===== src/rtl/ledpwm_pkg.sv =====
package ledpwm_pkg;

   typedef enum logic [1:0] {
      SRC_OFF   = 2'b00,
      SRC_ON    = 2'b01,
      SRC_CHAN  = 2'b10,
      SRC_GATED = 2'b11
   } src_sel_e;

   typedef enum logic [1:0] {
      IDLE_LOW  = 2'b00,
      IDLE_HIGH = 2'b01,
      IDLE_HZ_A = 2'b10,
      IDLE_HZ_B = 2'b11
   } idle_e;

   typedef struct packed {
      logic hi;
      logic lo;
   } drv_pair_t;

   // Map a logical level onto the two transistor enables.
   function automatic drv_pair_t level_to_drive(input logic level, input logic totem);
      drv_pair_t d;
      d.lo = level;
      d.hi = totem & ~level;
      return d;
   endfunction

   // Forced pin state while the outputs are disabled.
   function automatic drv_pair_t idle_drive(input logic [1:0] sel, input logic totem);
      drv_pair_t d;
      case (idle_e'(sel))
         IDLE_LOW:  begin d.hi = 1'b0;  d.lo = 1'b1; end
         IDLE_HIGH: begin d.hi = totem; d.lo = 1'b0; end
         default:   begin d.hi = 1'b0;  d.lo = 1'b0; end
      endcase
      return d;
   endfunction

endpackage


===== src/rtl/fast_tick_counter.sv =====
module fast_tick_counter #(
   parameter int DW = 8
) (
   input  logic          clk,
   input  logic          rst,
   output logic [DW-1:0] tick_o,
   output logic          wrap_o
);
   localparam logic [DW-1:0] LAST = {DW{1'b1}};

   logic [DW-1:0] cnt_q;

   always_ff @(posedge clk) begin
      if (rst) cnt_q <= '0;
      else     cnt_q <= cnt_q + 1'b1;
   end

   assign tick_o = cnt_q;
   assign wrap_o = (cnt_q == LAST);
endmodule


===== src/rtl/group_envelope.sv =====
module group_envelope #(
   parameter int          DW         = 8,
   parameter int unsigned BLINK_STEP = 4069
) (
   input  logic          clk,
   input  logic          rst,
   input  logic [DW-1:0] grp_duty_i,
   input  logic [DW-1:0] blink_freq_i,
   input  logic          blink_mode_i,
   output logic          active_o
);
   localparam int unsigned STEPS     = 1 << DW;
   localparam int unsigned DIM_STEP  = 2 * STEPS;
   localparam int unsigned BLINK_MAX = STEPS * BLINK_STEP;
   localparam int unsigned MAX_LIM   = (DIM_STEP > BLINK_MAX) ? DIM_STEP : BLINK_MAX;
   localparam int          PW        = $clog2(MAX_LIM + 1);
   localparam logic [DW-1:0] LAST    = {DW{1'b1}};

   logic [PW-1:0] presc_q;
   logic [PW-1:0] limit;
   logic [DW-1:0] phase_q;
   logic [DW-1:0] m_q;
   logic [DW-1:0] f_q;
   logic          blink_q;
   logic          step_end;

   always_comb begin
      if (blink_q) limit = (PW'(f_q) + PW'(1)) * PW'(BLINK_STEP);
      else         limit = PW'(DIM_STEP);
   end

   assign step_end = (presc_q == limit - PW'(1));

   always_ff @(posedge clk) begin
      if (rst) begin
         presc_q <= '0;
         phase_q <= '0;
         m_q     <= grp_duty_i;
         f_q     <= blink_freq_i;
         blink_q <= blink_mode_i;
      end else if (step_end) begin
         presc_q <= '0;
         phase_q <= phase_q + 1'b1;
         if (phase_q == LAST) begin
            m_q     <= grp_duty_i;
            f_q     <= blink_freq_i;
            blink_q <= blink_mode_i;
         end
      end else begin
         presc_q <= presc_q + PW'(1);
      end
   end

   assign active_o = (phase_q < m_q);
endmodule


===== src/rtl/led_lane.sv =====
module led_lane
   import ledpwm_pkg::*;
#(
   parameter int DW = 8
) (
   input  logic          clk,
   input  logic          rst,
   input  logic [DW-1:0] duty_i,
   input  logic [DW-1:0] tick_i,
   input  logic          wrap_i,
   input  logic          grp_active_i,
   input  logic [1:0]    sel_i,
   input  logic          invert_i,
   input  logic          totem_i,
   input  logic          oe_n_i,
   input  logic [1:0]    idle_sel_i,
   output logic          hi_o,
   output logic          lo_o
);
   logic [DW-1:0] duty_q;
   logic          chan_on;
   logic          src;
   drv_pair_t     nxt;
   drv_pair_t     drv_q;

   always_ff @(posedge clk) begin
      if (rst || wrap_i) duty_q <= duty_i;
   end

   assign chan_on = (tick_i < duty_q);

   always_comb begin
      case (src_sel_e'(sel_i))
         SRC_OFF:  src = 1'b0;
         SRC_ON:   src = 1'b1;
         SRC_CHAN: src = chan_on;
         default:  src = chan_on & grp_active_i;
      endcase
      if (oe_n_i) nxt = idle_drive(idle_sel_i, totem_i);
      else        nxt = level_to_drive(src ^ invert_i, totem_i);
   end

   always_ff @(posedge clk) begin
      if (rst) drv_q <= '0;
      else     drv_q <= nxt;
   end

   assign hi_o = drv_q.hi;
   assign lo_o = drv_q.lo;
endmodule


===== src/rtl/dual_pwm_led_ctrl.sv =====
module dual_pwm_led_ctrl #(
   parameter int          NCH        = 4,
   parameter int          DW         = 8,
   parameter int unsigned BLINK_STEP = 4069
) (
   input  logic              clk,
   input  logic              rst,
   input  logic [NCH*DW-1:0] duty_i,
   input  logic [2*NCH-1:0]  src_sel_i,
   input  logic [DW-1:0]     grp_duty_i,
   input  logic [DW-1:0]     blink_freq_i,
   input  logic              blink_mode_i,
   input  logic              invert_i,
   input  logic              totem_i,
   input  logic              oe_n_i,
   input  logic [1:0]        idle_sel_i,
   output logic [NCH-1:0]    drv_hi_o,
   output logic [NCH-1:0]    drv_lo_o
);
   generate
      if (NCH < 1 || NCH > 64) begin : g_bad_nch
         $error("NCH out of range");
      end
      if (DW < 2 || DW > 12) begin : g_bad_dw
         $error("DW out of range");
      end
      if (BLINK_STEP < 1) begin : g_bad_step
         $error("BLINK_STEP must be positive");
      end
   endgenerate

   logic [DW-1:0] tick;
   logic          wrap;
   logic          grp_active;

   fast_tick_counter #(.DW(DW)) u_tick (
      .clk(clk), .rst(rst), .tick_o(tick), .wrap_o(wrap)
   );

   group_envelope #(.DW(DW), .BLINK_STEP(BLINK_STEP)) u_grp (
      .clk(clk), .rst(rst),
      .grp_duty_i(grp_duty_i), .blink_freq_i(blink_freq_i),
      .blink_mode_i(blink_mode_i), .active_o(grp_active)
   );

   generate
      for (genvar k = 0; k < NCH; k++) begin : g_lane
         led_lane #(.DW(DW)) u_lane (
            .clk(clk), .rst(rst),
            .duty_i(duty_i[k*DW +: DW]),
            .tick_i(tick), .wrap_i(wrap),
            .grp_active_i(grp_active),
            .sel_i(src_sel_i[2*k +: 2]),
            .invert_i(invert_i), .totem_i(totem_i),
            .oe_n_i(oe_n_i), .idle_sel_i(idle_sel_i),
            .hi_o(drv_hi_o[k]), .lo_o(drv_lo_o[k])
         );
      end
   endgenerate
endmodule


===== config.mk =====
export PLATFORM = sky130hd
export DESIGN_NAME = dual_pwm_led_ctrl
export DESIGN_NICKNAME = d
export VERILOG_FILES = /design/src/rtl/ledpwm_pkg.sv /design/src/rtl/fast_tick_counter.sv /design/src/rtl/group_envelope.sv /design/src/rtl/led_lane.sv /design/src/rtl/dual_pwm_led_ctrl.sv
export SDC_FILE = /design/constraint.sdc
export NUM_CORES = 1
export LEC_CHECK = 0
export BUFFER_PORTS_ARGS = -buffer_cell sky130_fd_sc_hd__buf_2
export CAP_MARGIN = 30
export CORE_MARGIN = 5
export CORE_UTILIZATION = 47
export CTS_BUF_LIST = sky130_fd_sc_hd__clkbuf_16
export CTS_CLUSTER_DIAMETER = 60
export DETAILED_ROUTE_END_ITERATION = 12
export GPL_TIMING_DRIVEN = 0
export MAX_ROUTING_LAYER = met4
export PLACE_DENSITY_LB_ADDON = 0.05
export SLEW_MARGIN = 10
export SYNTH_ARGS = -nofsm -noshare
export SYNTH_HDL_FRONTEND = slang
export SYNTH_SLANG_ARGS = --single-unit

===== constraint.sdc =====
create_clock -name clk -period 7.6 [get_ports clk]
set_input_delay 1.52 -clock clk [delete_from_list [all_inputs] [get_ports clk]]
set_output_delay 1.52 -clock clk [all_outputs]
set_load 0.02 [all_outputs]

After elaboration in Yosys (flattened, before gate mapping). Cells that the tools add are included.

Word-level logic and storage cells: 86. Flip-flop bits (word level): 93. Input port bits: 64. Output and inout bits: 8.

Reduce and logical (&&, ||, !) cells: 10. $lt $le $gt $ge: 5. Multipliers: 1. Add/subtract/negate cells: 5. Multiplexer cells: 19. Bitwise operators: 16. Eq/ne operators: 12.

Operator list (number): $mux 8 (6); $lt 8x8->1 (5); $add 20x1->20 const B (1); $eq 20x20->1 (1); $mul 20x12->20 const B (1); $mux 20 (1); $sub 20x1->20 const B (1); $add 8x1->8 const B (2); $eq 8x8->1 const B (2); $pmux 1 s3 (4); $eq 2x1->1 const B (5); $logic_not 2->1 (5); $add 8x1->9 const B (1); $and 1x1->1 (8); $eq 2x2->1 const B (4); $mux 2 (4); $not 1->1 (4); $pmux 2 s2 (1); $reduce_bool 2->1 (2); $xor 1x1->1 (4); $mux 1 (3); $reduce_and 2->1 (1); $reduce_or 2->1 (1); $logic_or 1x1->1 (1).

Longest topological paths before layout. Gate-level depths: netlist (run 1).

Depth after elaboration: 7. Mapped depth: 28. Mapped depth without buffers: 25.

Cells and area by module. A second synthesis (run 1) with hierarchy kept.

Cells, all modules: 848. Area, all modules: 7941.4 um2.

Modules (own cells, without submodules): group_envelope (seq. area each 1071.0 um2, instances 1, area an instance 5388.9 um2, cells an instance 617); led_lane (seq. area each 280.3 um2, instances 4, area an instance 560.5 um2, cells an instance 49); fast_tick_counter (seq. area each 160.2 um2, instances 1, area an instance 310.3 um2, cells an instance 35).

Worst setup path before layout (run 1). Ideal clock, no wire load.

Path type: register to register. Start: register u_grp.f_q[1]. End: register u_grp.blink_q, enable pin. Required time: 7.206 ns. Path buffers: 2. Path slack: 0.214 ns. Cell stages (with the launch flop): 26. Arrival: 6.993 ns. Cell sequence: edfxtp_1 nand2_1 inv_1 nand2_1 nor3_1 xnor2_1 fa_1 fa_1 inv_1 fa_1 fa_1 inv_1 ha_1 clkbuf_1 o21a_1 a21o_1 o21bai_1 a211oi_1 nor3_1 xor2_1 a2111oi_0 a211oi_1 nor4_4 buf_6 nand2_1 o31ai_2.

Cells in the longest elaborated chain, start to end: 7.

Ends and longest elaborated chain: from (decl) (RTL line group_envelope.sv:23) `logic [DW-1:0] f_q;`; from (signal assigned) (RTL line group_envelope.sv:39) `f_q <= blink_freq_i;`; from (signal assigned) (RTL line group_envelope.sv:46) `f_q <= blink_freq_i;`; $add 8x1->9 (RTL line group_envelope.sv:28) `if (blink_q) limit = (PW'(f_q) + PW'(1)) * PW'(BLINK_STEP);`; $mul 20x12->20 (RTL line group_envelope.sv:28); $mux 20 (RTL line group_envelope.sv:28); $sub 20x1->20 (RTL line group_envelope.sv:32) `assign step_end = (presc_q == limit - PW'(1));`; $eq 20x20->1 (RTL line group_envelope.sv:32); $reduce_bool 2->1 (no line); $reduce_and 2->1 (no line); to (signal assigned) (RTL line group_envelope.sv:40) `blink_q <= blink_mode_i;`; to (signal assigned) (RTL line group_envelope.sv:47) `blink_q <= blink_mode_i;`; to (decl) (RTL line group_envelope.sv:24) `logic blink_q;`.

Every way passes these cells. A chain may end at the register's enable or synchronous reset.

Worst setup path in the final report (run 1).
Start: register u_grp.f_q[0]. End: register u_grp.m_q[1], enable pin.

Cells in the longest elaborated chain, start to end: 7.

Ends and longest elaborated chain: $add 8x1->9 (RTL line group_envelope.sv:28); $mul 20x12->20 (RTL line group_envelope.sv:28); $mux 20 (RTL line group_envelope.sv:28); $sub 20x1->20 (RTL line group_envelope.sv:32); $eq 20x20->1 (RTL line group_envelope.sv:32); $reduce_bool 2->1 (no line); $reduce_and 2->1 (no line); to (signal assigned) (RTL line group_envelope.sv:38) `m_q <= grp_duty_i;`; to (signal assigned) (RTL line group_envelope.sv:45) `m_q <= grp_duty_i;`; to (decl) (RTL line group_envelope.sv:22) `logic [DW-1:0] m_q;`.

Every way passes these cells.

==> flow_metrics.py, run 1 <==
metrics = {
    "route": {
        "drtAntennaViolNets": 0,
        "detail_route.iter0.violations": 190,
        "wl_um": 15300,
        "drc_errors": 0,
        "vias": 5642,
        "dr.pass1.iters": 6,
        "vias_per_cell": 5.11,
        "wl_per_cell_um": 13.8,
    },
    "floorplan": {
        "start_util": 0.479,
        "coreArea_um2": 15900,
        "rows": 46,
        "die_h_um": 137,
        "dieArea_um2": 18800,
        "die_w_um": 137,
        "io-pin-count": 72,
    },
    "outcome": {
        "status": "completed",
    },
    "setup_path": {
        "crit_fanout": 10,
        "r2r-start": "u_grp.f_q[0]$_DFFE_PP_",
        "r2r-end": "u_grp.m_q[1]$_DFFE_PP_",
        "crit_path_end_kind": "flip-flop",
        "critPathLaunchType": "flip-flop",
        "rrSetupSlack_ns": 0.43,
        "cp.arrival_ns": 7.24,
        "r2r_cells": 25,
        "path_class": "flip-flop to flip-flop",
        "worstPathRequired_ns": 7.66,
    },
    "power": {
        "leakage_nw": 4.26,
        "powerDensity_nw_per_um2": 332,
        "peakVddDrop_mv": 0.194,
    },
    "clocking": {
        "cts_buffers": 9,
        "clk_pin_slew_ns": 0.06,
        "cts_buffer_depth": 2,
        "htree_levels": 3,
        "cts_tree": "done",
        "clock_latency_ns": 0.34,
        "ctsRootBufferMaster": "clkbuf_16",
        "cts.sinks": 93,
    },
    "sta": {
        "finalSetupViolCount": 0,
        "finalCritPeriodShare": 0.944,
        "fin_hold_ws_ns": 0.499,
        "worst_slew_pin_slew_ns": 0.669,
        "slew_headroom": 0.548,
        "final_hold_viol_count": 0,
        "clock_skew_ns": 0.00647,
        "final_max_slew_viol_count": 0,
        "fmax_mhz": 139,
        "fin_crit_ns": 7.17,
        "rsz0062_at_grt": "false",
    },
    "placed_design": {
        "hpwlAfterDp_um": 12500,
        "dp.cells": 1080,
        "numPortBuffers": 71,
        "gp_congestion": 0.865,
    },
    "synth": {
        "synthXorXnorAreaFrac": 0.0882,
        "synth_edf_count": 49,
        "yosys.area_share.simple": 0.167,
        "synth_cells": 791,
        "synth_fa_ha_area_frac": 0.225,
        "synth_compound_area_frac": 0.119,
        "synth_top_cell_by_area": "edfxtp_1",
        "synth_ff_type": "edfxtp_1",
        "synth.top_cell.area_share": 0.193,
        "synthTopCellsByArea": "edfxtp_1 19%, ha_1 14%, dfxtp_1 12%, fa_1 8.2%, inv_1 5.5%",
        "synth_top_family_by_area": "adder cells",
        "synth_mux_area_frac": 0.0196,
        "synth.top_cells.by_count": "111 x inv_1, 87 x ha_1, 63 x nor2_1, 49 x edfxtp_1, 44 x dfxtp_1",
        "syn_nets": 973,
        "synth_cell_types": 77,
        "synth_seq_cells": 93,
        "yosysMostFrequentCell": "inv_1",
        "synth_area_um2": 7600,
        "ys_async_sr_fraction": 0,
        "yosysSeqAreaShare": 0.309,
        "syn_area_per_cell_um2": 9.61,
        "yosys_warnings": 0,
    },
    "worst_hold_path": {
        "hp-start": "u_grp.presc_q[0]$_SDFF_PP0_",
        "worstHoldPathType": "flip-flop to flip-flop",
        "hold_path_end": "u_grp.presc_q[0]$_SDFF_PP0_",
        "hold_depth": 1,
    },
    "global_routing": {
        "grt_max_degree": 21,
        "antenna_found_initial": 0,
        "grt.total_usage": 0.180,
        "grt_pass1_vias": 5857,
        "grt_pass1_wl_um": 26500,
        "grt-ovfl-total": 0,
    },
    "job": {
        "max-cap-violations": 0,
    },
    "layout": {
        "instances_no_fill": 1105,
        "drive_gt1_frac": 0.186,
        "n_antenna_cell": 0,
        "layout.nets": 1066,
        "syn2layout_area_growth_pct": 15.8,
    },
}
cell families (layout without fill, tap and decap cells):
logic type | after synthesis | after routing
AND/OR/NAND/NOR | 234 | 234
buffers and inverters | 136 | 234
AO/OA/AOI/OAI | 122 | 122
adder cells (fa/ha/maj) | 118 | 118
flip-flops | 93 | 93
XOR/XNOR | 74 | 74
multiplexers | 14 | 14
how the worst max path moves through the flow:
stage | from | to | slack [ns] | cells after the start
2_1_floorplan | u_grp.f_q[1]$_DFFE_PP_ | u_grp.blink_q$_DFFE_PP_ | 0.21 | 25
3_3_place_gp | u_grp.f_q[2]$_DFFE_PP_ | u_grp.f_q[6]$_DFFE_PP_ | -1.28 | 27
3_5_place_dp | u_grp.f_q[2]$_DFFE_PP_ | u_grp.f_q[7]$_DFFE_PP_ | -0.54 | 28
4_1_cts | u_grp.f_q[2]$_DFFE_PP_ | u_grp.f_q[7]$_DFFE_PP_ | 0.02 | 28
5_1_grt | u_grp.f_q[0]$_DFFE_PP_ | u_grp.m_q[1]$_DFFE_PP_ | 0.005 | 26
6_report | u_grp.f_q[0]$_DFFE_PP_ | u_grp.m_q[1]$_DFFE_PP_ | 0.43 | 25
placed cells by master, fill, tap and decap left out, types with 18 or more instances in the layout:
master	count
a21o_1	40
inv_1	108
edfxtp_1	49
fa_1	29
nand2_1	42
xnor2_1	37
dfxtp_1	44
nor2_1	61
a21oi_1	25
ha_1	85
buf_4	18
nand3_1	29
buf_2	74
xor2_1	29
metal layers:
layer / track usage / wire length (um) / vias to the layer above
met5: - / 0 / -
li1: - / - / 2907
met4: 0.0488 / 198 / 0
met3: 0.0278 / 374 / 17
met2: 0.320 / 7900 / 81
met1: 0.212 / 6790 / 2637
critical path, cell delays in order, from the launching register on:
cell and delay (ns):
edfxtp_1 0.44, ha_2 0.28, nand2_1 0.08, nor2_2 0.16, and3_2 0.30, inv_1 0.08
fa_2 0.53, fa_1 0.52, inv_1 0.05, fa_1 0.51, fa_1 0.55, inv_1 0.04
ha_1 0.41, o21a_1 0.18, a21o_1 0.21, o21bai_2 0.23, xor2_1 0.17, nor3_2 0.31
a31oi_1 0.15, a2111oi_2 0.29, a211oi_1 0.14, nor4_4 0.40, buf_6 0.20, nand2_1 0.10
o31ai_4 0.33, clkbuf_16 0.23
area by class of cell:
| type | count | area (um2) |
|---|---|---|
| Buffer | 22 | 125 |
| Clock buffer | 9 | 225 |
| Clock inverter | 7 | 90.1 |
| Fill cell | 1473 | 7080 |
| Inverter | 112 | 420 |
| Multi-Input combinational cell | 562 | 4830 |
| Sequential cell | 93 | 2350 |
| Tap cell | 216 | 270 |
| Timing Repair Buffer | 84 | 498 |
state kept, by name (all words and copies together), names as in the netlist:
name and flops:
g_lane.u_lane.duty_q 32, u_grp.presc_q 20, u_grp.f_q 8, u_grp.m_q 8, u_grp.phase_q 8, u_tick.tick_o 8, g_lane.u_lane.hi_o 4, g_lane.u_lane.lo_o 4
u_grp.blink_q 1
repair_timing:
| action | 4_1_cts | 5_1_grt |
|---|---|---|
| endpoints found under the setup margin | 18 | 38 |
| setup buffers | 3 | 7 |
| gates cloned | 0 | 1 |
| resized for setup | 6 | 21 |
| hold buffers | 0 | 0 |
| pin swaps | 3 | 5 |
metrics by stage:
stage	setup WS (ns)	setup TNS (ns)	power [W]	utilization	instance area, um2
finish	0.425	0	0.00292	0.554	8810
global route	0.00510	0	0.00321	0.554	8810
CTS	0.0184	0	0.00292	0.545	8660
detailed placement	-0.538	-8.74	0.00242	0.521	8280
global placement	-1.28	-21.77	0.00239	0.518	8230
floorplan	0.214	0	0.00207	-	7600
power by group:
group          leakage, nW  switching, W  total (W)  internal [W]
registers            0.837     0.0000107   0.000561      0.000551
logic                 3.26       0.00109    0.00188      0.000791
clock network        0.159      0.000191   0.000479      0.000288
total                 4.26       0.00129    0.00292       0.00163
Note: power is estimated with default switching activity, not from simulation.
==> run 2, diff against run 1 <==
--- a/config.mk
+++ b/config.mk
@@ -5,6 +5,7 @@
 export SDC_FILE = /design/constraint.sdc
 export NUM_CORES = 1
 export LEC_CHECK = 0
+export ABC_AREA = 1
 export BUFFER_PORTS_ARGS = -buffer_cell sky130_fd_sc_hd__buf_2
 export CAP_MARGIN = 30
 export CORE_MARGIN = 5
==> run 2 against run 1 <==
  * Clock skew rose by 0.00077 ns
  * Design area rose by 3.9%
  * Sequential power barely moved
  * Fmax rose by 2.4%
  * Via count rose by 17%
  * Sequential share of layout area fell by 1.0 points
  * Synthesized cell count rose by 34%
  * Register-to-register slack improved by 0.16 ns
  * Setup slack improved by 0.16 ns
==> flow_metrics.py, run 2 <==
metrics = {
    "layout": {
        "final_common_cell": "nand2_1",
        "largest_reg_flops": 32,
        "largestRegisters": "g_lane.u_lane.duty_q: 32 flops, u_grp.presc_q: 20 flops",
        "layout.nets": 1326,
        "instances_no_fill": 1375,
        "drive_gt1_frac": 0.152,
        "fillerInstances": 1713,
        "max_flop_register": "g_lane.u_lane.duty_q",
        "syn2layout_area_growth_pct": 12.6,
        "final_cell_mix": "235 x nand2_1, 218 x inv_1, 87 x ha_1",
    },
    "synth": {
        "synthXorXnorAreaFrac": 0.0356,
        "yosysMostFrequentCell": "nand2_1",
        "yosys.area_share.simple": 0.284,
        "synthTopCellsByArea": "edfxtp_1 18%, ha_1 13%, nand2_1 11%, dfxtp_1 11%, inv_1 10%",
        "synth_fa_ha_area_frac": 0.210,
        "synth_cells": 1060,
        "synth_edf_count": 49,
        "syn_nets": 1242,
        "synth_area_um2": 8130,
        "synth_top_family_by_area": "simple AND/OR/NAND/NOR gates",
        "synth_top_cell_by_area": "edfxtp_1",
        "synth_mux_area_frac": 0,
        "yosys_warnings": 0,
        "synth_cell_types": 40,
        "ys_async_sr_fraction": 0,
        "synth.top_cells.by_count": "235 x nand2_1, 218 x inv_1, 87 x ha_1, 77 x nor2_1, 75 x nand3_1",
        "synth_ff_type": "edfxtp_1",
        "yosysSeqAreaShare": 0.289,
        "synth.top_cell.area_share": 0.181,
        "synth_compound_area_frac": 0.0582,
        "synth_seq_cells": 93,
        "syn_area_per_cell_um2": 7.67,
    },
    "sta": {
        "slew_headroom": 0.487,
        "final_hold_viol_count": 0,
        "clock_skew_ns": 0.00723,
        "final_max_slew_viol_count": 0,
        "fin_crit_ns": 7.01,
        "fmax_mhz": 143,
        "worst_slew_pin_slew_ns": 0.767,
        "fin_ws_ns": 0.590,
        "finalCritPeriodShare": 0.922,
        "rsz0062_at_grt": "false",
        "tns_ns": 0,
        "finalSetupViolCount": 0,
    },
    "floorplan": {
        "dieArea_um2": 20000,
        "die_w_um": 141,
        "coreArea_um2": 17100,
        "start_util": 0.475,
        "io-pin-count": 72,
        "rows": 48,
        "die_h_um": 141,
    },
    "outcome": {
        "status": "completed",
    },
    "clocking": {
        "cts_buffer_depth": 2,
        "cts_buffers": 9,
        "ctsRootBufferMaster": "clkbuf_16",
        "clk_pin_slew_ns": 0.07,
        "cts.sinks": 93,
        "post-cts-setup-buffer-count": 0,
        "cts_tree": "done",
        "clock_latency_ns": 0.35,
        "htree_levels": 3,
    },
    "setup_path": {
        "crit_start": "u_grp.f_q[0]$_DFFE_PP_",
        "path_class": "flip-flop to flip-flop",
        "crit_path_end_kind": "flip-flop",
        "r2r_cells": 27,
        "endpoint": "u_grp.f_q[5]$_DFFE_PP_",
        "critPathLaunchType": "flip-flop",
        "rrSetupSlack_ns": 0.59,
        "worstPathRequired_ns": 7.65,
        "cp.arrival_ns": 7.06,
        "crit_fanout": 13,
        "r2r-start": "u_grp.f_q[0]$_DFFE_PP_",
        "r2r-end": "u_grp.f_q[5]$_DFFE_PP_",
    },
    "job": {
        "max-cap-violations": 0,
    },
    "placed_design": {
        "gp_congestion": 0.851,
        "pre_cts_ws_ns": 0.358,
        "numPortBuffers": 70,
        "dp.cells": 1358,
        "hpwlAfterDp_um": 14200,
    },
    "global_routing": {
        "grt-ovfl-total": 0,
        "grt_max_degree": 19,
        "antenna_found_initial": 1,
        "grt_pass1_wl_um": 28900,
        "grt.total_usage": 0.182,
        "grt_pass1_vias": 6283,
    },
    "route": {
        "dr.pass1.iters": 5,
        "drc_errors": 0,
        "m1WireLength_um": 8160,
        "detail_route.iter0.violations": 320,
        "wl_per_cell_um": 12.2,
        "wl_met3_um": 514,
        "met2_length_um": 7930,
        "drtAntennaViolNets": 0,
        "wl_um": 16800,
        "vias": 6619,
        "top_layer": "met4",
        "vias_per_cell": 4.81,
    },
    "power": {
        "powerDensity_nw_per_um2": 311,
        "leakage_nw": 4.67,
        "peakVddDrop_mv": 0.199,
    },
    "worst_hold_path": {
        "worstHoldPathType": "flip-flop to flip-flop",
    },
}
[run 2: changes by cell type in the layout (fill, tap and decap cells not counted), moves of 20 or more]
| cell | before | now |
|---|---|---|
| inv_1 | 108 | 218 |
| xnor2_1 | 37 | 8 |
| a21o_1 | 40 | 4 |
| nand2_1 | 42 | 235 |
| a21oi_1 | 25 | 45 |
| nand3_1 | 29 | 75 |
[run 2: logic make-up (layout without fill, tap and decap cells)]
logic type      count (synthesis)  after routing
flops                          93             93
compound gates                 86             86
other cells                     0              1
xor+xnor                       33             33
fa+ha+maj                     118            118
simple gates                  484            484
buf+inv                       246            335
[run 2: worst min path at each step]
stage                                startpoint                     endpoint  cells after the start
global route        u_grp.presc_q[4]$_SDFF_PP0_  u_grp.presc_q[4]$_SDFF_PP0_                      2
CTS                 u_grp.presc_q[0]$_SDFF_PP0_  u_grp.presc_q[0]$_SDFF_PP0_                      1
global placement    u_grp.presc_q[0]$_SDFF_PP0_  u_grp.presc_q[0]$_SDFF_PP0_                      1
detailed placement  u_grp.presc_q[0]$_SDFF_PP0_  u_grp.presc_q[0]$_SDFF_PP0_                      1
floorplan           u_grp.presc_q[0]$_SDFF_PP0_  u_grp.presc_q[0]$_SDFF_PP0_                      1
finish              u_grp.presc_q[0]$_SDFF_PP0_  u_grp.presc_q[0]$_SDFF_PP0_                      1
[run 2: power by group]
group	total [W]	internal (W)	leakage (nW)	switching (W)
Combinational	0.00184	0.000642	3.69	0.00120
Clock	0.000443	0.000230	0.142	0.000213
Sequential	0.000560	0.000550	0.836	0.0000104
Total	0.00284	0.00142	4.67	0.00142
[run 2: area by class of cell]
class                   count  area, um2  area share
well taps                 225        282      0.0308
multi-input cells         721       4820       0.527
clock inverters             7       66.3     0.00724
inverters                 230        867      0.0947
diodes                      1       2.50    0.000273
plain buffers              16        126      0.0138
repair buffers             73        408      0.0446
clock buffers               9        225      0.0246
flip-flops and latches     93       2350       0.257
[run 2: stage by stage]
stage	total power (W)	util	hold slack [ns]	area [um2]
2_1_floorplan	0.00206	-	0.441	8130
3_3_place_gp	0.00241	0.512	0.466	8760
3_5_place_dp	0.00242	0.516	0.473	8830
4_1_cts	0.00289	0.533	0.489	9130
5_1_grt	0.00319	0.535	0.527	9150
6_report	0.00284	0.535	0.490	9150
[run 2: per-layer routing]
| layer | track usage | vias up |
|---|---|---|
| li1 | - | 3526 |
| met1 | 0.235 | 2979 |
| met2 | 0.304 | 104 |
| met3 | 0.0290 | 10 |
| met4 | 0.0399 | 0 |
| met5 | - | - |
[run 2: what timing repair did]
item / CTS / global route
resized for setup: 0 / 3
setup endpoints to repair: 0 / 17
hold buffers: 0 / 0
[run 2: worst max-delay path: stages (launching register included)]
cell and delay, ns:
edfxtp_1 0.52, ha_1 0.29, nand3_1 0.13, xor2_1 0.63, inv_1 0.14, fa_1 0.53
inv_1 0.22, fa_1 0.45, inv_1 0.07, fa_1 0.43, fa_1 0.56, inv_1 0.05
ha_1 0.36, nand2_1 0.13, nor2_1 0.18, nand3_1 0.11, nand2_1 0.09, nand2_1 0.09
nand3_2 0.10, nand2_2 0.11, nor3_1 0.20, nand2_1 0.10, xor2_1 0.26, nand2_2 0.14
nor2_8 0.15, nand3_4 0.12, o21ai_2 0.33, buf_8 0.21
